$ cat config.mk
export PLATFORM = sky130hd
export DESIGN_NAME = aon_indirect_bridge
export DESIGN_NICKNAME = d
export VERILOG_FILES = /design/src/rtl/aon_bridge_pkg.sv /design/src/rtl/aon_bridge_ctrl.sv /design/src/rtl/aon_bridge_dp.sv /design/src/rtl/aon_indirect_bridge.sv
export SDC_FILE = /design/constraint.sdc
export NUM_CORES = 1
export LEC_CHECK = 0
export BUFFER_PORTS_ARGS = -buffer_cell sky130_fd_sc_hd__buf_2
export CAP_MARGIN = 5
export CORE_AREA = 2 2 84 103
export CTS_CLUSTER_DIAMETER = 60
export DETAILED_ROUTE_END_ITERATION = 7
export DIE_AREA = 0 0 86 105
export PLACE_DENSITY_LB_ADDON = 0.05
export SYNTH_ARGS = -nofsm -noshare
export SYNTH_HDL_FRONTEND = slang
export SYNTH_SLANG_ARGS = --single-unit
$ cat constraint.sdc
create_clock -name clk -period 1.9 [get_ports clk]
set_clock_uncertainty 0.05 [all_clocks]
set_input_delay 0.285 -clock clk [delete_from_list [all_inputs] [get_ports clk]]
set_output_delay 0.285 -clock clk [all_outputs]
set_load 0.005 [all_outputs]
$ cat src/rtl/aon_bridge_pkg.sv
package aon_bridge_pkg;
  localparam int unsigned OFF_W = 4;

  localparam logic [OFF_W-1:0] OFF_CTRL = 4'h0;
  localparam logic [OFF_W-1:0] OFF_BE   = 4'h4;
  localparam logic [OFF_W-1:0] OFF_ADDR = 4'h8;
  localparam logic [OFF_W-1:0] OFF_DATA = 4'hC;

  typedef enum logic [0:0] {
    SEQ_IDLE = 1'b0,
    SEQ_WAIT = 1'b1
  } seqState_t;

  // strobes from the sequencer to the datapath
  typedef struct packed {
    logic ldBe;
    logic ldAddr;
    logic ldData;
    logic capRd;
    logic busy;
  } dpStrobe_t;
endpackage

$ cat src/rtl/aon_bridge_ctrl.sv
module aon_bridge_ctrl
  import aon_bridge_pkg::*;
(
  input  logic             clk,
  input  logic             rstN,
  input  logic             cpuWrEn,
  input  logic [OFF_W-1:0] cpuAddr,
  input  logic             cpuStart,
  input  logic             isWrite,
  input  logic             farAck,
  output logic             farReq,
  output dpStrobe_t        strobe
);
  seqState_t state, stateNxt;
  logic idle;
  logic wrOk;
  logic startGo;

  assign idle    = (state == SEQ_IDLE);
  assign wrOk    = cpuWrEn && idle;   // busy: every CPU write is dropped
  assign startGo = wrOk && (cpuAddr == OFF_CTRL) && cpuStart;

  always_comb begin
    stateNxt = state;
    unique case (state)
      SEQ_IDLE: if (startGo) stateNxt = SEQ_WAIT;
      SEQ_WAIT: if (farAck)  stateNxt = SEQ_IDLE;
      default:               stateNxt = SEQ_IDLE;
    endcase
  end

  always_ff @(posedge clk) begin
    if (!rstN) state <= SEQ_IDLE;
    else       state <= stateNxt;
  end

  assign farReq = (state == SEQ_WAIT);

  always_comb begin
    strobe        = '0;
    strobe.ldBe   = wrOk && (cpuAddr == OFF_BE);
    strobe.ldAddr = wrOk && (cpuAddr == OFF_ADDR);
    strobe.ldData = wrOk && (cpuAddr == OFF_DATA);
    strobe.capRd  = (state == SEQ_WAIT) && farAck && !isWrite;
    strobe.busy   = !idle;
  end
endmodule

$ cat src/rtl/aon_bridge_dp.sv
module aon_bridge_dp
  import aon_bridge_pkg::*;
#(
  parameter int unsigned WORD_W = 32,
  parameter int unsigned BE_W   = 8
) (
  input  logic                clk,
  input  logic                rstN,
  input  dpStrobe_t           strobe,
  input  logic [OFF_W-1:0]    cpuAddr,
  input  logic [WORD_W-1:0]   cpuWdata,
  output logic [WORD_W-1:0]   cpuRdata,
  output logic                isWrite,
  output logic [WORD_W/8-1:0] farBe,
  output logic [WORD_W-1:0]   farAddr,
  output logic [WORD_W-1:0]   farWdata,
  input  logic [WORD_W-1:0]   farRdata
);
  localparam int unsigned LANES = WORD_W / 8;

  logic [BE_W-1:0]   beReg;
  logic [WORD_W-1:0] addrReg;
  logic [WORD_W-1:0] dataReg;

  always_ff @(posedge clk) begin
    if (!rstN) begin
      beReg   <= '0;
      addrReg <= '0;
      dataReg <= '0;
    end else begin
      if (strobe.ldBe)   beReg   <= cpuWdata[BE_W-1:0];
      if (strobe.ldAddr) addrReg <= cpuWdata;
      if (strobe.capRd)  dataReg <= farRdata;
      else if (strobe.ldData) dataReg <= cpuWdata;
    end
  end

  // zero code selects a read, any other code a write
  assign isWrite = (beReg != '0);

  generate
    if (BE_W >= LANES) begin : g_laneFromCode
      assign farBe = beReg[LANES-1:0];
    end else begin : g_lanePad
      assign farBe = {{(LANES-BE_W){1'b0}}, beReg};
    end
  endgenerate

  assign farAddr  = addrReg;
  assign farWdata = dataReg;

  always_comb begin
    cpuRdata = '0;
    unique case (cpuAddr)
      OFF_CTRL: cpuRdata[0]        = strobe.busy;
      OFF_BE:   cpuRdata[BE_W-1:0] = beReg;
      OFF_ADDR: cpuRdata           = addrReg;
      OFF_DATA: cpuRdata           = dataReg;
      default:  cpuRdata           = '0;
    endcase
  end
endmodule

$ cat src/rtl/aon_indirect_bridge.sv
module aon_indirect_bridge
  import aon_bridge_pkg::*;
#(
  parameter int unsigned WORD_W = 32,
  parameter int unsigned BE_W   = 8
) (
  input  logic                clk,
  input  logic                rstN,
  input  logic                cpuWrEn,
  input  logic [3:0]          cpuAddr,
  input  logic [WORD_W-1:0]   cpuWdata,
  output logic [WORD_W-1:0]   cpuRdata,
  output logic                farReq,
  output logic                farWe,
  output logic [WORD_W/8-1:0] farBe,
  output logic [WORD_W-1:0]   farAddr,
  output logic [WORD_W-1:0]   farWdata,
  input  logic [WORD_W-1:0]   farRdata,
  input  logic                farAck
);
  dpStrobe_t strobe;
  logic      isWrite;

  aon_bridge_ctrl ctrl_i (
    .clk      (clk),
    .rstN     (rstN),
    .cpuWrEn  (cpuWrEn),
    .cpuAddr  (cpuAddr),
    .cpuStart (cpuWdata[0]),
    .isWrite  (isWrite),
    .farAck   (farAck),
    .farReq   (farReq),
    .strobe   (strobe)
  );

  aon_bridge_dp #(.WORD_W(WORD_W), .BE_W(BE_W)) dp_i (
    .clk      (clk),
    .rstN     (rstN),
    .strobe   (strobe),
    .cpuAddr  (cpuAddr),
    .cpuWdata (cpuWdata),
    .cpuRdata (cpuRdata),
    .isWrite  (isWrite),
    .farBe    (farBe),
    .farAddr  (farAddr),
    .farWdata (farWdata),
    .farRdata (farRdata)
  );

  assign farWe = isWrite;
endmodule

==> flow_summary.toml <==
[run_status]
status = "complete, no violations"

[timing]
fin_crit_sh_pct = 92.5
slew_violations = 0
maxSlewHeadroom_pct = 73.5
worstMarginPinSlew_ns = 0.397
finalSetupViolations = 0
period_needed_ns = 1.76
fmax_mhz = 569
finalHoldViolCount = 0
finalSetupTns_ns = 0
rsz0062_at_grt = "no"
setup_ws_ns = 0.143

[global_routing]
grt.total_usage_pct = 23.2
grt_pass1_vias = 3489
antenna_found_initial = 0
grt_first_pass_wirelength_um = 16900
grt_overflow = 0
grt_max_degree = 74

[clocking]
worstSkewPairLatency_ns = 0.34
cts_inserted_buffers = 9
postCtsSetupRepairBufs = 0
cts_root_buf = "clkbuf_8"
cts_buffer_depth = 2
cts.htree.levels = 3
clock_sinks = 73
cts_hold_buf = 0
path_clk_slew_ns = 0.09
cts_tree = "yes"
post_cts_resized = 0

[synth]
synth_area_leaders = "dfxtp_1, a21boi_1, nand2_1"
synthFlopType = "dfxtp_1"
yosysWarnings = 0
syn_nets = 462
synth_area_per_cell_um2 = 9.25
async_flop_share_pct = 0
synth_cells = 390
ys_ff_latch = 73
seq_area_frac_synth_pct = 40.5
netlist_area_um2 = 3610
synth_edf_count = 0
synth_top_area_cell = "dfxtp_1"
synth.distinct_cells = 28
synth_top_area_share_pct = 40.5

[power]
p_leak_nw = 2.14
power_density_nw_per_um2 = 658
peakVddDrop_mv = 0.445

[routing]
vias_per_cell = 5.56
drcViolationCount = 0
drtIter0Drc = 185
wl_per_cell_um = 16.4
antenna_left = 0
drtPass1Iterations = 5
drt-total-wl_um = 10700
num_vias = 3635

[die]
die_area_um2 = 9030
initial_core_util_pct = 45.2
die_w_um = 86
rows = 36
fp.coreArea_um2 = 7970
fp.dieH_um = 105
ioPinCount = 174

[worst_setup_path]
worstPathMaxFanout = 11
cp_common_cell = "buf_4"
crit_path_start_kind = "flop"
path_class = "flop to flop"
r2r-start = "ctrl_i.farReq"
cp-end-kind = "flop"
path_cells = "nor2b_1 -> buf_4 -> and2_1 -> buf_4 -> nand2_1 -> a21boi_0"
cp_data_arrival_time_ns = 1.95
cp_slowest_cell = "dfxtp_1"
critical_path_required_ns = 2.09
cp_top_family = "simple AND/OR/NAND/NOR gates"
critPathLaunch = "ctrl_i.farReq"
crit_path_max_incr_delay_ns = 0.38
path_buf_inv = 2

[layout]
fill_cells = 755
antenna-diode-count = 0
drive_gt1_share_pct = 46.2
synthToLayoutAreaGrowth_pct = 32.3
finish.utilization_pct = 59.8
nets = 626

[placed_design]
place_hpwl_um = 7770
port_buffers = 173
globalplace.congestion = 0.824
dpl_worst_slack_ns = 0.0998

[hold_path]
min-delay-start = "cpuWdata[24]"
hold_path_class = "input port to flop"

[job]
drv_cap = 0
final timing paths:
| kind | to | slack, ns | depth (start not counted) |
|---|---|---|---|
| min | dp_i.farAddr[24] | 0.13 | 3 |
| max | dp_i.farAddr[0] | 0.14 | 6 |
| min reg2reg | dp_i.farAddr[17] | 0.42 | 2 |
| max reg2reg | dp_i.farAddr[0] | 0.14 | 6 |
cell families after synthesis:
family	after synthesis	synth area share, %
AO/OA/AOI/OAI	137	34.7
AND/OR/NAND/NOR	130	17.1
flip-flops	73	40.5
buffers and inverters	49	7.42
multiplexers	1	0.277
tightest hold or removal path: cells and delay by family:
kind            cells  cell delay [ns]
buf+inv             1             0.11
simple gates        1             0.05
compound gates      1             0.05
flip-flops by register name (all words and copies together) (netlist names):
signal / cells
dp_i.farAddr: 32
ctrl_i.farReq: 1
dp_i.beReg: 8
dp_i.farWdata: 32
final cells by class:
type	count	area, um^2	area share, %
inverters	7	26.3	0.551
multi-input cells	268	1890	39.7
well taps	95	119	2.49
clock inverters	4	48.8	1.02
flip-flops and latches	73	1460	30.6
repair buffers	195	1060	22.1
clock buffers	12	165	3.46
routing by layer:
metal  routed length [um]  up-vias  track usage (%)
li1                     -     1735                -
met1                 4420     1727             28.7
met2                 5350      154             39.2
met3                  707       19             4.34
met4                  233        0             9.52
met5                    0        -                0
power breakdown:
part           total, W  leakage, nW  internal, W  switching [W]
logic          0.000280         1.44     0.000137       0.000142
clock network   0.00129        0.113     0.000715       0.000577
registers       0.00157        0.589      0.00155      0.0000176
total           0.00314         2.14      0.00240       0.000736
layout by cell type, fill, tap and decap left out, drive strengths merged:
cell type and instances:
a21boi 72, a222oi 7, a22o 24, a22oi 34, and2 3, and4 1
buf 195, bufinv 1, clkbuf 12, clkinv 2, dfxtp 73, inv 8
mux2i 1, nand2 77, nand3 41, nand4 1, nor2b 1, nor4 3
nor4b 2, nor4bb 1
metrics by stage:
step                hold WS [ns]  area [um^2]  power (W)  std cells
floorplan                  0.370         3610    0.00172        390
global placement           0.405         4560    0.00188        638
detailed placement         0.410         4560    0.00188        638
CTS                        0.125         4770    0.00317        654
global route               0.130         4770    0.00327        654
finish                     0.134         4770    0.00314        654
synthesized netlist by cell type (2+ instances only):
library cell,number
a222oi_1,7
a21boi_2,20
inv_1,7
clkbuf_1,22
a22oi_2,20
a21boi_0,10
nand3_1,41
nand2_1,77
nor4_2,2
buf_2,11
buf_8,2
a21boi_1,42
a22oi_1,14
and2_1,2
buf_12,2
buf_4,4
dfxtp_1,73
a22o_1,24
Note: power is estimated with default switching activity, not from simulation.
